==> src/rtl/fec_pkg.sv <==
package fec_pkg;

   typedef enum logic {
      PH_DATA  = 1'b0,
      PH_CHECK = 1'b1
   } fec_phase_e;

   // A sync header is legal only when its two bits differ.
   function automatic logic hdr_illegal(input logic [1:0] hdr);
      return hdr[0] == hdr[1];
   endfunction

endpackage

==> src/rtl/fec_transcoder.sv <==
module fec_transcoder #(
   parameter int unsigned PAYLOAD_W = 64
) (
   input  logic [PAYLOAD_W+1:0] blk,
   output logic [PAYLOAD_W:0]   word,
   output logic                 bad
);
   // Transcode bit sits at word[0] so it shifts out first.
   assign word = {blk[PAYLOAD_W+1:2], blk[1]};
   assign bad  = fec_pkg::hdr_illegal(blk[1:0]);
endmodule

==> src/rtl/fec_parity_lfsr.sv <==
module fec_parity_lfsr #(
   parameter int unsigned     W    = 32,
   parameter logic [W-1:0]    POLY = 32'h00A0_0805
) (
   input  logic clk,
   input  logic rst_n,
   input  logic step,
   input  logic clear,
   input  logic drain,
   input  logic din,
   output logic msb
);
   logic [W-1:0] rem_q;
   logic [W-1:0] base;
   logic [W-1:0] rem_d;
   logic         fb;

   assign base = clear ? '0 : rem_q;
   assign fb   = (din ^ base[W-1]) & ~drain;

   genvar gi;
   generate
      for (gi = 0; gi < W; gi++) begin : g_tap
         if (gi == 0) begin : g_lsb
            assign rem_d[gi] = POLY[gi] & fb;
         end else if (POLY[gi]) begin : g_fb
            assign rem_d[gi] = base[gi-1] ^ fb;
         end else begin : g_pass
            assign rem_d[gi] = base[gi-1];
         end
      end
   endgenerate

   always_ff @(posedge clk) begin
      if (!rst_n)    rem_q <= '0;
      else if (step) rem_q <= rem_d;
   end

   assign msb = rem_q[W-1];
endmodule

==> src/rtl/fec_pn_scrambler.sv <==
module fec_pn_scrambler #(
   parameter int unsigned     LEN  = 58,
   parameter int unsigned     TAP  = 39,
   parameter logic [LEN-1:0]  SEED = 58'h3C3C3C3C3C3C3C3
) (
   input  logic clk,
   input  logic rst_n,
   input  logic step,
   input  logic reseed,
   input  logic din,
   output logic dout
);
   logic [LEN-1:0] st_q;
   logic [LEN-1:0] base;
   logic           pn;

   assign base = reseed ? SEED : st_q;
   assign pn   = base[LEN-1] ^ base[TAP-1];
   assign dout = din ^ pn;

   always_ff @(posedge clk) begin
      if (!rst_n)    st_q <= SEED;
      else if (step) st_q <= {base[LEN-2:0], pn};
   end
endmodule

==> src/rtl/fec_frame_encoder.sv <==
module fec_frame_encoder #(
   parameter int unsigned        BLOCKS    = 32,
   parameter int unsigned        PAYLOAD_W = 64,
   parameter int unsigned        PAR_W     = 32,
   parameter logic [PAR_W-1:0]   PAR_POLY  = 32'h00A0_0805,
   parameter int unsigned        PN_LEN    = 58,
   parameter int unsigned        PN_TAP    = 39,
   parameter logic [PN_LEN-1:0]  PN_SEED   = 58'h3C3C3C3C3C3C3C3
) (
   input  logic                 clk,
   input  logic                 rst_n,
   input  logic                 blk_valid,
   output logic                 blk_ready,
   input  logic [PAYLOAD_W+1:0] blk_data,
   output logic                 tx_valid,
   output logic                 tx_bit,
   output logic                 tx_sof,
   output logic                 tx_hdr_err
);
   import fec_pkg::*;

   localparam int unsigned WORD_W     = PAYLOAD_W + 1;
   localparam int unsigned DATA_BITS  = BLOCKS * WORD_W;
   localparam int unsigned FRAME_BITS = DATA_BITS + PAR_W;
   localparam int unsigned POS_W      = $clog2(FRAME_BITS);
   localparam int unsigned J_W        = $clog2(WORD_W);
   localparam logic [POS_W-1:0] POS_LAST = POS_W'(FRAME_BITS - 1);
   localparam logic [POS_W-1:0] POS_DATA = POS_W'(DATA_BITS);
   localparam logic [J_W-1:0]   J_LAST   = J_W'(WORD_W - 1);

   generate
      if (BLOCKS * (PAYLOAD_W + 2) != FRAME_BITS) begin : g_bad_rate
         $error("parity width must equal block count to keep line rate");
      end
      if (PN_TAP == 0 || PN_TAP >= PN_LEN) begin : g_bad_tap
         $error("scrambler tap must lie inside the register");
      end
      if (PN_SEED == '0) begin : g_bad_seed
         $error("scrambler seed must be nonzero");
      end
      if (PAR_POLY[0] != 1'b1) begin : g_bad_poly
         $error("generator must have a constant term");
      end
   endgenerate

   // Transcoding
   logic [WORD_W-1:0] x_word;
   logic              x_bad;

   fec_transcoder #(.PAYLOAD_W(PAYLOAD_W)) u_xcode (
      .blk  (blk_data),
      .word (x_word),
      .bad  (x_bad)
   );

   // Frame sequencing state
   logic [POS_W-1:0]  pos_q;
   logic [J_W-1:0]    j_q;
   logic [WORD_W-1:0] cur_q;
   logic              cur_err_q;
   logic              cur_vld_q;

   fec_phase_e phase;
   logic       first_bit;
   logic       emit;
   logic       take;
   logic       raw_bit;
   logic       scr_bit;
   logic       par_msb;

   assign phase     = (pos_q < POS_DATA) ? PH_DATA : PH_CHECK;
   assign first_bit = (pos_q == '0);
   assign emit      = (phase == PH_DATA) ? cur_vld_q : 1'b1;
   assign blk_ready = ~cur_vld_q | ((phase == PH_DATA) & (j_q == J_LAST));
   assign take      = blk_valid & blk_ready;
   assign raw_bit   = (phase == PH_DATA) ? cur_q[0] : par_msb;

   fec_parity_lfsr #(.W(PAR_W), .POLY(PAR_POLY)) u_par (
      .clk   (clk),
      .rst_n (rst_n),
      .step  (emit),
      .clear (first_bit),
      .drain (phase == PH_CHECK),
      .din   (raw_bit),
      .msb   (par_msb)
   );

   fec_pn_scrambler #(.LEN(PN_LEN), .TAP(PN_TAP), .SEED(PN_SEED)) u_scr (
      .clk    (clk),
      .rst_n  (rst_n),
      .step   (emit),
      .reseed (first_bit),
      .din    (raw_bit),
      .dout   (scr_bit)
   );

   always_ff @(posedge clk) begin
      if (!rst_n) begin
         pos_q <= '0;
      end else if (emit) begin
         pos_q <= (pos_q == POS_LAST) ? '0 : pos_q + POS_W'(1);
      end
   end

   always_ff @(posedge clk) begin
      if (!rst_n) begin
         j_q       <= '0;
         cur_q     <= '0;
         cur_err_q <= 1'b0;
         cur_vld_q <= 1'b0;
      end else if (take) begin
         j_q       <= '0;
         cur_q     <= x_word;
         cur_err_q <= x_bad;
         cur_vld_q <= 1'b1;
      end else if (emit && phase == PH_DATA) begin
         cur_q <= cur_q >> 1;
         if (j_q == J_LAST) begin
            j_q       <= '0;
            cur_vld_q <= 1'b0;
         end else begin
            j_q <= j_q + J_W'(1);
         end
      end
   end

   always_ff @(posedge clk) begin
      if (!rst_n) begin
         tx_valid   <= 1'b0;
         tx_bit     <= 1'b0;
         tx_sof     <= 1'b0;
         tx_hdr_err <= 1'b0;
      end else begin
         tx_valid   <= emit;
         tx_bit     <= emit & scr_bit;
         tx_sof     <= emit & first_bit;
         tx_hdr_err <= emit & (phase == PH_DATA) & (j_q == '0) & cur_err_q;
      end
   end
endmodule

==> config.mk <==
export PLATFORM = sky130hd
export DESIGN_NAME = fec_frame_encoder
export DESIGN_NICKNAME = d
export VERILOG_FILES = /design/src/rtl/fec_pkg.sv /design/src/rtl/fec_transcoder.sv /design/src/rtl/fec_parity_lfsr.sv /design/src/rtl/fec_pn_scrambler.sv /design/src/rtl/fec_frame_encoder.sv
export SDC_FILE = /design/constraint.sdc
export NUM_CORES = 1
export LEC_CHECK = 0
export BUFFER_PORTS_ARGS = -buffer_cell sky130_fd_sc_hd__buf_2
export CAP_MARGIN = 15
export CORE_ASPECT_RATIO = 1.4
export CORE_MARGIN = 5
export CORE_UTILIZATION = 55
export DETAILED_ROUTE_END_ITERATION = 12
export MAX_ROUTING_LAYER = met4
export PLACE_DENSITY = 0.8
export SYNTH_ARGS = -nofsm -noshare
export SYNTH_HDL_FRONTEND = slang
export SYNTH_HIERARCHICAL = 1
export SYNTH_SLANG_ARGS = --single-unit
export TNS_END_PERCENT = 50
==> constraint.sdc <==
create_clock -name clk -period 3.7 [get_ports clk]
set_input_delay 0.925 -clock clk [delete_from_list [all_inputs] [get_ports clk]]
set_output_delay 0.925 -clock clk [all_outputs]
set_load 0.02 [all_outputs]
==> reports/summary.txt <==
RSZ-0062 raised after global routing: false
max incr delay on CP: 0.67 ns
status: complete, no violations
Static Leak: 3.30 nW
largest net degree at the start of global routing: 108
Fillers: 1276
# diodes: 0
Tcrit/Tclk final: 82.5%
Async S/R FF share, synth: 0%
crit path cell chain: nand2_1, a21oi_4, nor2_1, buf_2
Buf/Inv on CP: 1
Resized cells post-CTS: 0
launch point of the worst path: pos_q[11]
routability cong.: 0.852
maxcap violations: 0
total gr overflow: 0
synth unique cells: 45
die area: 0.0180 mm2
Residual DRC: 0
crit path to: blk_ready
Num CTS Buffers: 17
post-synthesis sequential area ratio: 42.6%
Die Height: 157 um
fin crit period: 3.05 ns
measured slew at the worst slew-check pin: 1.03 ns
Synth Warn #: 6
maximum VDD drop: 0.313 mV
initial core utilization: 56.3%
vias per cell: 5.67
R2R Setup Slk: 1.13 ns
Rows: 53
hold buffers post-CTS: 0
Port Buffers: 73
Slew Viols, Final: 0
wire per inst: 14.1 um
Power Total: 4.25 mW
EDFF count, synth: 0
Total Neg Setup Slack: 0 ns
CP max-delay cell: a21oi_4
drt pass-1 iters: 4
detailed placement HPWL: 9640 um
most frequent cell after synthesis: dfxtp_1
Cells after Synth: 959
postcts setup bufs: 0
crit path DAT: 2.13 ns
Crit Path Max Fanout: 34
area growth from synthesis to layout: 4.89%
# setup viols final: 0
reg2reg start: pos_q[9]
Hold Violations, Final: 0
Iteration-0 DRC Markers: 325
synthesized area per cell: 8.83 um2
vias: 6329
Synth area leader: dfxtp_1
clock-pin slew on the worst setup and hold paths: 0.07 ns
clk buf depth: 2
most common flop cell mapped by yosys: dfxtp_1
CP Class: reg -> out
maximum clock frequency: 0.328 GHz
Die X: 115 um
CTS tree: built
startpoint types: flip-flop
total wire length: 15800 um
power density over the cells: 479 mW/mm2
clk_lat worst skew: 0.44 ns
CTS root buf: clkbuf_16
worst r2r dst: u_par/rem_q[23]
Post-DP Area: 0.00832 mm2
clk_skew: 0.00738 ns
antenna violations before repair: 0
CP Depth: 4
max_slew headroom: 30.9%
R2R cell count: 9
CP delay by family, top: compound AO/OA/AOI/OAI gates
first-pass GRT wire length: 26900 um
Post-synth top cells: 180 x dfxtp_1, 88 x a21oi_1, 71 x buf_4, 71 x nand2_1, 67 x mux2i_1
Hold Crit Class: reg -> reg
final instance area: 0.00888 mm2
total track usage: 18.5%
mapped cell area: 0.00847 mm2
ranking of synthesized cells by area: dfxtp_1 43%, mux2i_1 7.9%, o41ai_1 6.6%
Yosys reg bits: 180
htree depth: 4
CP Capture Type: primary output
Net Count, Synth: 1032
CP required: 2.77 ns
vias in the first global route: 5826
ANT nets after route: 0
final net count: 985
Synth top area share: 42.6%
layout cells sized above 1: 13.9%
TritonCTS Sinks: 180
Top Ports: 74
Core Area: 0.0151 mm2
[layer usage]
layer	vias to the layer above	global-route usage [%]	share of wire, %
met5	-	-	0
met4	0	7.66	2.2
met3	34	4.68	4.5
met2	113	28.9	48
met1	2942	22.7	45
li1	3240	-	-
[stage by stage]
stage               utilization, %  hold WS [ns]  setup WS (ns)  cells
floorplan                        -         0.437           1.42    959
global placement              55.2         0.463           1.12   1085
detailed placement            55.2         0.470           1.12   1085
CTS                           59.0         0.479          0.638   1117
global route                  59.0         0.515          0.483   1117
finish                        59.0         0.479          0.647   1117
[flip-flops by register name (all words and copies together), names as in the netlist]
register     cells
cur_q           65
u_par/rem_q     32
tx_bit           1
cur_err_q        1
u_scr/st_q      58
pos_q           12
j_q              7
tx_hdr_err       1
cur_vld_q        1
tx_valid         1
tx_sof           1
[cells in the final DEF (no fill, tap or decap), types with 6 or more instances in the layout]
| cell | n |
|---|---|
| o21ai_1 | 25 |
| a21oi_1 | 87 |
| o21ai_0 | 20 |
| buf_4 | 10 |
| o22ai_1 | 28 |
| or3_1 | 9 |
| mux2i_1 | 67 |
| nand2_1 | 70 |
| o221ai_1 | 6 |
| dfxtp_1 | 180 |
| buf_2 | 72 |
| clkbuf_16 | 17 |
| o2bb2ai_1 | 20 |
| o41ai_1 | 64 |
| and2_1 | 51 |
| nor3_1 | 24 |
| nand3_1 | 6 |
| xnor2_1 | 14 |
| nor2_1 | 46 |
| inv_1 | 46 |
[kinds of logic (layout without fill, tap and decap cells)]
kind of cell / Yosys count / count (layout) / share of synthesized area [%]
AOI/OAI and AO/OA: 266 / 266 / 20.7
and+or+nand+nor: 227 / 227 / 13.2
buffers and inverters: 199 / 165 / 13.3
DFF: 180 / 180 / 42.6
muxes: 68 / 68 / 8.10
xor gates and xnor gates: 15 / 15 / 1.55
adders and majority gates: 4 / 4 / 0.591
[report_power, final]
group	switching [mW]	leakage, nW	internal (mW)
Clock	0.827	0.275	0.893
Sequential	0.0474	1.47	2.03
Combinational	0.274	1.55	0.183
Total	1.15	3.30	3.11
[worst reg2reg max path: stages (launching register included)]
cell     delay [ns]
dfxtp_1        0.38
or3_1          0.41
o21ai_1        0.51
inv_1          0.20
nand2_1        0.11
nand2_1        0.09
nor2b_1        0.15
mux2_4         0.31
xnor2_1        0.18
a21oi_1        0.08
[cell type report]
cell class | count | area (um2) | area share, %
inverter | 48 | 185 | 2.08
clock inverter | 15 | 141 | 1.59
tap | 192 | 240 | 2.70
sequential | 180 | 3600 | 40.6
multi-input combinational | 580 | 3790 | 42.7
timing repair buffer | 85 | 495 | 5.58
clock buffer | 17 | 425 | 4.79
[worst min-delay path by stage]
| stage | startpoint | end | slack, ns | cells past startpoint |
|---|---|---|---|---|
| 6_report | cur_q[64] | cur_q[64] | 0.48 | 2 |
| 3_3_place_gp | u_scr/st_q[0] | u_scr/st_q[0] | 0.46 | 2 |
| 3_5_place_dp | cur_q[64] | cur_q[64] | 0.47 | 2 |
| 5_1_grt | cur_q[64] | cur_q[64] | 0.52 | 2 |
| 4_1_cts | cur_q[64] | cur_q[64] | 0.48 | 2 |
| 2_1_floorplan | u_scr/st_q[54] | u_scr/st_q[54] | 0.44 | 2 |
No activity file was read; power rests on OpenSTA's default activity.
